$ cat src/rtl/ackpoll_pkg.sv
package ackpoll_pkg;

  // Byte-master command encoding
  typedef enum logic [1:0] {
    OP_START = 2'd0,
    OP_WRITE = 2'd1,
    OP_STOP  = 2'd2
  } busOpE;

  typedef enum logic [3:0] {
    S_IDLE,
    S_WSTART,
    S_WCTRL,
    S_WPAY,
    S_WSTOP,
    S_PSTART,
    S_PCTRL,
    S_PSTOP,
    S_ESTOP
  } seqStateE;

  // Strobes from control to datapath
  typedef struct packed {
    logic load;      // capture request
    logic advance;   // move to next payload byte
    logic pollStep;  // one more NACKed poll
    logic selCtrl;   // transmit control byte instead of payload
  } dpStrobeS;

endpackage

$ cat src/rtl/ackpoll_dp.sv
module ackpoll_dp
  import ackpoll_pkg::*;
#(
  parameter int ADDR_BYTES = 2,
  parameter int DATA_BYTES = 4,
  parameter int POLL_W     = 8
) (
  input  logic                            clk,
  input  logic                            rstN,
  input  dpStrobeS                        stb,
  input  logic [7:0]                      reqCtrl,
  input  logic [8*ADDR_BYTES-1:0]         reqAddr,
  input  logic [8*DATA_BYTES-1:0]         reqData,
  input  logic [$clog2(DATA_BYTES+1)-1:0] reqLen,
  input  logic                            reqKeepOpen,
  input  logic [POLL_W-1:0]               cfgMaxPolls,
  output logic [7:0]                      txByte,
  output logic                            payLast,
  output logic                            pollLimit,
  output logic                            keepOpen
);

  localparam int LEN_W     = $clog2(DATA_BYTES + 1);
  localparam int PAY_BYTES = ADDR_BYTES + DATA_BYTES;
  localparam int PAY_W     = 8 * PAY_BYTES;
  localparam int CNT_W     = $clog2(PAY_BYTES + 1);

  logic [7:0]        ctrlQ;
  logic [PAY_W-1:0]  payQ;
  logic [PAY_W-1:0]  payNext;
  logic [CNT_W-1:0]  remQ;
  logic [CNT_W-1:0]  remInit;
  logic [LEN_W-1:0]  lenEff;
  logic [POLL_W-1:0] pollQ;
  logic [POLL_W-1:0] maxQ;
  logic              keepQ;

  // Payload leaves from the top byte: address MSB first, then data byte 0 up
  for (genvar i = 0; i < ADDR_BYTES; i++) begin : gAddr
    assign payNext[PAY_W-1-8*i -: 8] = reqAddr[8*(ADDR_BYTES-1-i) +: 8];
  end
  for (genvar k = 0; k < DATA_BYTES; k++) begin : gData
    assign payNext[PAY_W-1-8*(ADDR_BYTES+k) -: 8] = reqData[8*k +: 8];
  end

  always_comb begin
    lenEff  = (reqLen > LEN_W'(DATA_BYTES)) ? LEN_W'(DATA_BYTES) : reqLen;
    remInit = CNT_W'(ADDR_BYTES) + CNT_W'(lenEff);
  end

  always_ff @(posedge clk) begin
    if (!rstN) begin
      ctrlQ <= '0;
      payQ  <= '0;
      remQ  <= '0;
      pollQ <= '0;
      maxQ  <= '0;
      keepQ <= 1'b0;
    end else if (stb.load) begin
      ctrlQ <= reqCtrl & 8'hFE;
      payQ  <= payNext;
      remQ  <= remInit;
      pollQ <= '0;
      maxQ  <= cfgMaxPolls;
      keepQ <= reqKeepOpen;
    end else begin
      if (stb.advance) begin
        payQ <= payQ << 8;
        remQ <= remQ - CNT_W'(1);
      end
      if (stb.pollStep) begin
        pollQ <= pollQ + POLL_W'(1);
      end
    end
  end

  assign txByte    = stb.selCtrl ? ctrlQ : payQ[PAY_W-1 -: 8];
  assign payLast   = (remQ == CNT_W'(1));
  assign pollLimit = (maxQ != '0) && (pollQ == maxQ - POLL_W'(1));
  assign keepOpen  = keepQ;

endmodule

$ cat src/rtl/ackpoll_fsm.sv
module ackpoll_fsm
  import ackpoll_pkg::*;
(
  input  logic       clk,
  input  logic       rstN,
  input  logic       reqValid,
  input  logic       cmdReady,
  input  logic       rspValid,
  input  logic       rspAck,
  input  logic       payLast,
  input  logic       pollLimit,
  input  logic       keepOpen,
  output dpStrobeS   stb,
  output logic       cmdValid,
  output logic [1:0] cmdOp,
  output logic       busy,
  output logic       done,
  output logic       pollFail
);

  seqStateE state, stateN;
  logic     waitQ, waitN;
  logic     doneQ, doneN;
  logic     failQ, failN;
  logic     rspIn;
  busOpE    opSel;

  assign rspIn = waitQ && rspValid;

  always_comb begin
    stateN = state;
    waitN  = waitQ;
    doneN  = 1'b0;
    failN  = 1'b0;
    if (state == S_IDLE) begin
      if (reqValid) begin
        stateN = S_WSTART;
        waitN  = 1'b0;
      end
    end else if (!waitQ) begin
      if (cmdReady) waitN = 1'b1;
    end else if (rspValid) begin
      waitN = 1'b0;
      unique case (state)
        S_WSTART: stateN = S_WCTRL;
        S_WCTRL:  stateN = rspAck ? S_WPAY : S_ESTOP;
        S_WPAY: begin
          if (!rspAck)      stateN = S_ESTOP;
          else if (payLast) stateN = S_WSTOP;
          else              stateN = S_WPAY;
        end
        S_WSTOP:  stateN = S_PSTART;
        S_PSTART: stateN = S_PCTRL;
        S_PCTRL: begin
          if (rspAck) begin
            if (keepOpen) begin
              stateN = S_IDLE;
              doneN  = 1'b1;
            end else begin
              stateN = S_PSTOP;
            end
          end else begin
            stateN = pollLimit ? S_ESTOP : S_PSTART;
          end
        end
        S_PSTOP: begin
          stateN = S_IDLE;
          doneN  = 1'b1;
        end
        S_ESTOP: begin
          stateN = S_IDLE;
          failN  = 1'b1;
        end
        default: stateN = S_IDLE;
      endcase
    end
  end

  always_ff @(posedge clk) begin
    if (!rstN) begin
      state <= S_IDLE;
      waitQ <= 1'b0;
      doneQ <= 1'b0;
      failQ <= 1'b0;
    end else begin
      state <= stateN;
      waitQ <= waitN;
      doneQ <= doneN;
      failQ <= failN;
    end
  end

  always_comb begin
    unique case (state)
      S_WSTART, S_PSTART:          opSel = OP_START;
      S_WSTOP, S_PSTOP, S_ESTOP:   opSel = OP_STOP;
      default:                     opSel = OP_WRITE;
    endcase
  end

  assign cmdOp    = opSel;
  assign cmdValid = (state != S_IDLE) && !waitQ;
  assign busy     = (state != S_IDLE);
  assign done     = doneQ;
  assign pollFail = failQ;

  assign stb.load     = (state == S_IDLE) && reqValid;
  assign stb.advance  = (state == S_WPAY) && rspIn && rspAck && !payLast;
  assign stb.pollStep = (state == S_PCTRL) && rspIn && !rspAck;
  assign stb.selCtrl  = (state == S_WCTRL) || (state == S_PCTRL);

endmodule

$ cat src/rtl/ackpoll_write_seq.sv
module ackpoll_write_seq
  import ackpoll_pkg::*;
#(
  parameter int ADDR_BYTES = 2,
  parameter int DATA_BYTES = 4,
  parameter int POLL_W     = 8
) (
  input  logic                            clk,
  input  logic                            rstN,
  input  logic                            reqValid,
  input  logic [7:0]                      reqCtrl,
  input  logic [8*ADDR_BYTES-1:0]         reqAddr,
  input  logic [8*DATA_BYTES-1:0]         reqData,
  input  logic [$clog2(DATA_BYTES+1)-1:0] reqLen,
  input  logic                            reqKeepOpen,
  input  logic [POLL_W-1:0]               cfgMaxPolls,
  output logic                            busy,
  output logic                            done,
  output logic                            pollFail,
  output logic                            cmdValid,
  output logic [1:0]                      cmdOp,
  output logic [7:0]                      cmdByte,
  input  logic                            cmdReady,
  input  logic                            rspValid,
  input  logic                            rspAck
);

  dpStrobeS stb;
  logic     payLast;
  logic     pollLimit;
  logic     keepOpen;

  ackpoll_fsm uFsm (
    .clk       (clk),
    .rstN      (rstN),
    .reqValid  (reqValid),
    .cmdReady  (cmdReady),
    .rspValid  (rspValid),
    .rspAck    (rspAck),
    .payLast   (payLast),
    .pollLimit (pollLimit),
    .keepOpen  (keepOpen),
    .stb       (stb),
    .cmdValid  (cmdValid),
    .cmdOp     (cmdOp),
    .busy      (busy),
    .done      (done),
    .pollFail  (pollFail)
  );

  ackpoll_dp #(
    .ADDR_BYTES (ADDR_BYTES),
    .DATA_BYTES (DATA_BYTES),
    .POLL_W     (POLL_W)
  ) uDp (
    .clk         (clk),
    .rstN        (rstN),
    .stb         (stb),
    .reqCtrl     (reqCtrl),
    .reqAddr     (reqAddr),
    .reqData     (reqData),
    .reqLen      (reqLen),
    .reqKeepOpen (reqKeepOpen),
    .cfgMaxPolls (cfgMaxPolls),
    .txByte      (cmdByte),
    .payLast     (payLast),
    .pollLimit   (pollLimit),
    .keepOpen    (keepOpen)
  );

endmodule

$ cat config.mk
export PLATFORM = sky130hd
export DESIGN_NAME = ackpoll_write_seq
export DESIGN_NICKNAME = d
export VERILOG_FILES = /design/src/rtl/ackpoll_pkg.sv /design/src/rtl/ackpoll_dp.sv /design/src/rtl/ackpoll_fsm.sv /design/src/rtl/ackpoll_write_seq.sv
export SDC_FILE = /design/constraint.sdc
export NUM_CORES = 1
export LEC_CHECK = 0
export ABC_AREA = 1
export BUFFER_PORTS_ARGS = -buffer_cell sky130_fd_sc_hd__buf_2
export CAP_MARGIN = 20
export CORE_ASPECT_RATIO = 0.9
export CORE_MARGIN = 1.5
export CORE_UTILIZATION = 54
export DETAILED_ROUTE_END_ITERATION = 16
export HOLD_SLACK_MARGIN = 0.05
export PLACE_DENSITY = 0.84
export RECOVER_POWER = 25
export SLEW_MARGIN = 20
export SYNTH_ARGS = -nofsm -noshare
export SYNTH_HDL_FRONTEND = slang
export SYNTH_SLANG_ARGS = --single-unit
$ cat constraint.sdc
create_clock -name clk -period 2.18 [get_ports clk]
set_input_delay 0.109 -clock clk [delete_from_list [all_inputs] [get_ports clk]]
set_output_delay 0.109 -clock clk [all_outputs]
set_load 0.1 [all_outputs]
; ---- Yosys cells after proc, flatten, opt, wreduce, memory -nomap -nowiden
; Index checks and enable logic that the tools add are counted.
[totals]
elab_cells = 80
output_inout_bits = 14
ff_bits = 82
inputBits = 74
[classes]
reduce_logical = 24
eq_ne = 11
addsub = 4
n_mux = 27
magnitude_cmp = 1
bitwise = 3
[ops]
columns = cell, n
row1 = 48-bit 2-to-1 mux, 2
row2 = 4-bit 2-to-1 mux, 8
row3 = 4-bit case mux with 6 select lines, 1
row4 = "4-bit by 3-bit == test with 1-bit output, second input constant", 4
row5 = 3-bit 2-to-1 mux, 5
row6 = 1-bit logical AND, 9
row7 = "8-bit by 1-bit adder with 8-bit output, second input constant", 1
row8 = "4-bit by 2-bit == test with 1-bit output, second input constant", 2
row9 = 8-bit == test, 1
row10 = 1-bit 2-to-1 mux, 8
row11 = 8-bit 2-to-1 mux, 1
row12 = 8-bit nonzero test, 1
row13 = "8-bit by 1-bit subtractor with 8-bit output, second input constant", 1
row14 = 2-bit nonzero test, 3
row15 = "4-bit by 1-bit == test with 1-bit output, second input constant", 1
row16 = "4-bit == test, second input constant", 1
row17 = 4-bit logical NOT, 1
row18 = 2-bit case mux with 2 select lines, 1
row19 = 4-bit nonzero test, 1
row20 = 2-bit OR reduction, 2
row21 = 4-bit OR reduction, 1
row22 = "2-bit by 3-bit adder with 3-bit output, first input constant", 1
row23 = "3-bit by 1-bit == test with 1-bit output, second input constant", 1
row24 = "3-bit > comparator, second input constant", 1
row25 = other kinds (8), 12

; ---- Depth between registers and ports, before layout
[logic_depth]
depth_word = 9
ltp_mapped = 15
mapped_depth_nobuf = 15

; ---- By module
; Synthesis repeated with hierarchy kept, for this count alone.
[unflattened]
cells_unflattened = 627
hier_area_um2 = 4169.0
[by_module_without_submodules]
columns = module, area_per_inst_um2, cells_each, n_inst, seq_area_each_um2
row1 = ackpoll_dp, 3652.3, 544, 1, 1501.4
row2 = ackpoll_fsm, 516.7, 83, 1, 140.1

; ---- Worst setup path before layout
; OpenSTA, ideal clock, no wires.
[synth_path]
path_kind = flip-flop to output port
from = reg uFsm.state[3]
to = out cmdByte[1]
slack_ps = -992
t_required_ps = 2071
n_path_buf = 1
arrival_time_ps = 3063
path_stages_with_launch = 7
path_cell_list = dfxtp_1 -> inv_2 -> nand2_1 -> nor2_4 -> nor2_1 -> clkbuf_1 -> o21ai_0
[synth_between]
elab_chain_len = 3
word_cells_on_any_way = 4
cone_classes = eq/ne (2) / mux (1) / reduce/logical (1)
[synth_lines]
columns = item, line_no
row1 = from (decl), ackpoll_fsm.sv:21  ; seqStateE state, stateN;
row2 = from (signal assigned), ackpoll_fsm.sv:86  ; state <= stateN;
row3 = 4-bit by 2-bit == test with 1-bit output or 4-bit by 3-bit == test with 1-bit output (tied branches), ackpoll_fsm.sv:110  ; assign stb.selCtrl = (state == S_WCTRL) || (state == S_PCTRL);
row4 = 1-bit logical OR *, ackpoll_fsm.sv:110
row5 = 8-bit 2-to-1 mux *, ackpoll_dp.sv:77  ; assign txByte = stb.selCtrl ? ctrlQ : payQ[PAY_W-1 -: 8];
row6 = to (decl), ackpoll_write_seq.sv:22  ; output logic [7:0] cmdByte,
; Mark *: on every way between the ends. The rest lies on a longest branch, timed or not.

; ---- Worst setup path after layout
[layout_path]
from = reg uFsm.state[3]
to = out cmdByte[6]
; Same word-level chain as after synthesis.

==> impl_metrics.tcl <==
set metrics [dict create \
    worstSetupStartpointType "register" \
    net_count_reported_at_finish 760 \
    power_switching_share_pct 35.1 \
    clock-sinks 82 \
    worstPathMaxFanout 15 \
    yosysWarningCount 0 \
    crit_path_max_incr_delay_ps 370 \
    port-buffer-count 86 \
    yosysUniqueCellTypes 38 \
    filler_cell_count 498 \
    placement.cell_area_mm2 0.00450 \
    ff_latch_area_mm2 0.00164 \
    setup.worst_path.end_class "primary output" \
    number_of_cells_in_the_finished_layout_apart_from_fillers 780 \
    die_w_um 92.5 \
    crit_path_end "cmdByte[6]" \
    floorplan.die.height_um 83.6 \
    worstPathBufferInverterCount 3 \
    syn_to_final_growth_pct 35.6 \
    routabilityCongestion 0.929 \
    worstMarginPinSlew_ps 1160 \
    worst_r2r_endpoint "uDp.payQ[40]$_SDFFE_PN0P_" \
    drive_above_1_share_pct 18.8 \
    cts_root_buf "clkbuf_8" \
    cts_tree "done" \
    timing.critical_path.depth 8 \
    grt-ovfl-total 0 \
    power.share.combinational_pct 29.8 \
    setup_violating_endpoint_count_in_the_final_report 0 \
    run_status "completed" \
    finalCriticalPeriod_ps 2000 \
    cts.reportedPaths.clkPinSlew_ps 90 \
    skew_ps 13.0 \
    synth_area_per_cell_um2 7.11 \
    drt-initial-drc-count 283 \
    fmaxAchievable_mhz 501 \
    vias 4270 \
    timing.hold.ws_ps 66.2 \
    multi_input_area_mm2 0.00191 \
    drt_first_pass_iters 5 \
    layout_worst_path_cycle_share_pct 91.6 \
    critical_path.startpoint "uFsm.state[3]$_SDFFE_PN0P_" \
    finalSetupTns_ps 0 \
    critical_path_required_ps 2070 \
    number_of_cells_on_the_worst_reg_to_reg_path 10 \
    p_leak_nw 2.24 \
    p_sw_mw 1.43 \
    clock_tree.htree_level_count 3 \
    rsz_0062_raised_after_global_routing "no" \
    grt_pass1_vias 4110 \
    preCtsSetupSlack_ps 275 \
    path_cells "inv_2 -> nand2_1 -> nor2_4 -> nor2_1 -> buf_4 -> nand2_1 -> o21ai_1 -> buf_12" \
    synth_area_mm2 0.00390 \
    die_area_mm2 0.00773 \
    mappedNetlistNets 626 \
    max-slew-margin-rel_pct 22.9 \
    powerDensity_mw_per_mm2 773 \
    clkLatencyLatePin_ps 350 \
    io_pins 88 \
    report.final.hold_viol_count 0 \
    setup.reg_to_reg.worst_slack_ps 200 \
    critical-path-slowest-cell "dfxtp_1" \
    worstPathArrival_ps 1890 \
    start_util_pct 55.6 \
    reg2reg_from "uFsm.state[0]$_SDFFE_PN0P_" \
    syn-instance-count 548 \
    cell_internal_pwr_mw 2.65 \
    slew_violations 0 \
    power.share.sequential_pct 42.5 \
    row_count 29 \
    power_frac_clock_pct 27.8 \
    fin_ws_ps 183 \
    wl_per_cell_um 14.6 \
    seq_area_frac_synth_pct 42.1 \
    dp_hpwl_mm 6.76 \
    post-place-cells 706 \
    cap_violations 0 \
    worstSetupPathType "reg -> out" \
    grt_start_max_net_pins 48 \
    antenna_cells_inserted 0 \
    drt_drc_violations_left 0 \
    tritoncts.num_buffers 9 \
    coreArea_mm2 0.00700 \
    synth_seq_cells 82 \
    post-route-cell-area_mm2 0.00529 \
    cpLargestDelayFamily "simple AND/OR/NAND/NOR gates" \
    post_cts_setup_buffers 0 \
    cts-root-to-sink-buffers 2 \
    vdd_drop_max_mv 0.524 \
    first_pass_grt_wire_length_mm 18.6 \
    gr-usage-all-layers_pct 30.4 \
    vias_per_cell 5.47 \
    holdCritPathClass "in -> reg" \
    initial_antenna_violation_count 0 \
    antenna_left 0 \
    crit_path_frequent_cell "nand2_1" \
    wirelength_mm 11.4 \
]
==> final cells by class <==
type	count	share of cell area, %
Clock buffer	11	2.68
Clock inverter	5	1.21
Inverter	52	3.72
Multi-Input combinational cell	383	36.2
Sequential cell	82	31.1
Tap cell	93	2.20
Timing Repair Buffer	154	23.0
==> placed cells by master (no fill, tap or decap), types with 2 or more instances in the layout <==
cell type / instances
buf_4: 8
o21ai_1: 8
nor2_2: 3
nand3_1: 22
clkbuf_1: 3
clkinv_4: 3
inv_2: 4
o22ai_1: 3
xor2_1: 4
ha_1: 4
o21ai_0: 61
dlygate4sd3_1: 58
nand4_1: 3
dfxtp_1: 82
nor2_1: 20
a21oi_1: 31
inv_1: 46
nand3_2: 2
buf_2: 74
clkbuf_8: 10
a31oi_1: 42
nor2_4: 4
buf_12: 9
nand2_1: 154
clkbuf_2: 3
nand2_2: 3
nor3_1: 4
a211oi_1: 2
nor3b_1: 2
xnor2_1: 3
==> worst register-to-register path, cell delays in order, from the launching register on <==
cell and delay, ps:
dfxtp_1 320, inv_1 150, nand2_1 110, nor2_2 200, nand2_2 80, inv_2 210
nor2_4 80, clkinv_2 180, buf_12 240, o21ai_0 140, a31oi_1 210
==> worst min path at each step <==
stage                 from                   endpoint  depth (start not counted)
3_3_place_gp   reqData[27]   uDp.payQ[3]$_SDFFE_PN0P_                          3
5_1_grt         reqCtrl[3]  uDp.ctrlQ[3]$_SDFFE_PN0P_                          3
3_5_place_dp   reqData[25]   uDp.payQ[1]$_SDFFE_PN0P_                          3
4_1_cts         reqCtrl[3]  uDp.ctrlQ[3]$_SDFFE_PN0P_                          3
6_report        reqCtrl[3]  uDp.ctrlQ[3]$_SDFFE_PN0P_                          3
2_1_floorplan  reqKeepOpen  uDp.keepOpen$_SDFFE_PN0P_                          2
==> Yosys cell counts <==
library cell | number | area share [%]
clkinv_2 | 1 | 0.13
a211oi_1 | 2 | 0.39
ha_1 | 4 | 1.3
nor2_2 | 3 | 0.48
dfxtp_1 | 82 | 42
nand2_1 | 155 | 15
a2111oi_0 | 1 | 0.22
buf_4 | 2 | 0.39
inv_1 | 46 | 4.4
a31oi_1 | 42 | 6.7
nor2_1 | 21 | 2.0
inv_2 | 4 | 0.39
nor2_4 | 3 | 0.87
o22ai_1 | 3 | 0.48
buf_1 | 1 | 0.096
nor4_1 | 1 | 0.16
o41ai_1 | 1 | 0.22
nand3b_1 | 1 | 0.19
o21ai_2 | 1 | 0.22
o311ai_4 | 1 | 0.67
clkinv_1 | 1 | 0.096
nand3_2 | 2 | 0.51
xnor2_1 | 3 | 0.67
a32oi_1 | 1 | 0.22
xor2_1 | 4 | 0.90
nand3_1 | 22 | 2.8
buf_6 | 1 | 0.29
a21oi_1 | 31 | 4.0
nor3_1 | 4 | 0.51
nand2_2 | 2 | 0.32
nand4_1 | 3 | 0.48
nor3b_1 | 2 | 0.39
a21oi_2 | 1 | 0.22
buf_2 | 11 | 1.4
o21ai_0 | 68 | 8.7
o21ai_1 | 1 | 0.13
clkbuf_1 | 15 | 1.4
buf_8 | 1 | 0.39
==> flip-flops by register name, indices dropped and copies added (netlist names) <==
signal and flops:
uFsm.waitQ 1, uDp.ctrlQ 7, uFsm.pollFail 1, uDp.pollQ 8
uFsm.state 4, uDp.remQ 3, uDp.maxQ 8, uFsm.done 1
uDp.keepOpen 1, uDp.payQ 48
==> stage by stage <==
step	util, %	power [mW]
after global routing	75.5	4.29
after detailed placement	64.3	2.86
after global placement	64.3	2.83
after CTS	75.5	4.06
final	75.5	4.09
after floorplan	-	2.55
==> kinds of logic after synthesis <==
group                      synth area share, %
AOI/OAI and AO/OA                         22.3
xor gates and xnor gates                  1.57
adders and majority gates                 1.28
buffers and inverters                     9.06
DFF                                       42.1
and+or+nand+nor                           23.7
==> power by group through the flow <==
stage | logic, mW | registers, mW | clock network, mW
floorplan | 0.809 | 1.74 | 0
global placement | 1.07 | 1.75 | 0
detailed placement | 1.10 | 1.76 | 0
CTS | 1.19 | 1.73 | 1.15
global route | 1.32 | 1.75 | 1.22
finish | 1.22 | 1.74 | 1.13
==> layer usage <==
layer | track usage [%] | up-vias | share of wire, %
li1 | - | 2096 | -
met1 | 34.4 | 1946 | 40
met2 | 54.2 | 196 | 52
met3 | 7.38 | 32 | 5.8
met4 | 12.4 | 0 | 2.6
met5 | 0 | - | 0
==> timing repair <==
item                       4_1_cts  5_1_grt
setup endpoints to repair        0        1
hold buffers                    58        0
gates resized for setup          0        1
hold endpoints to repair        58        0
Power figures use the tool's default switching activity.
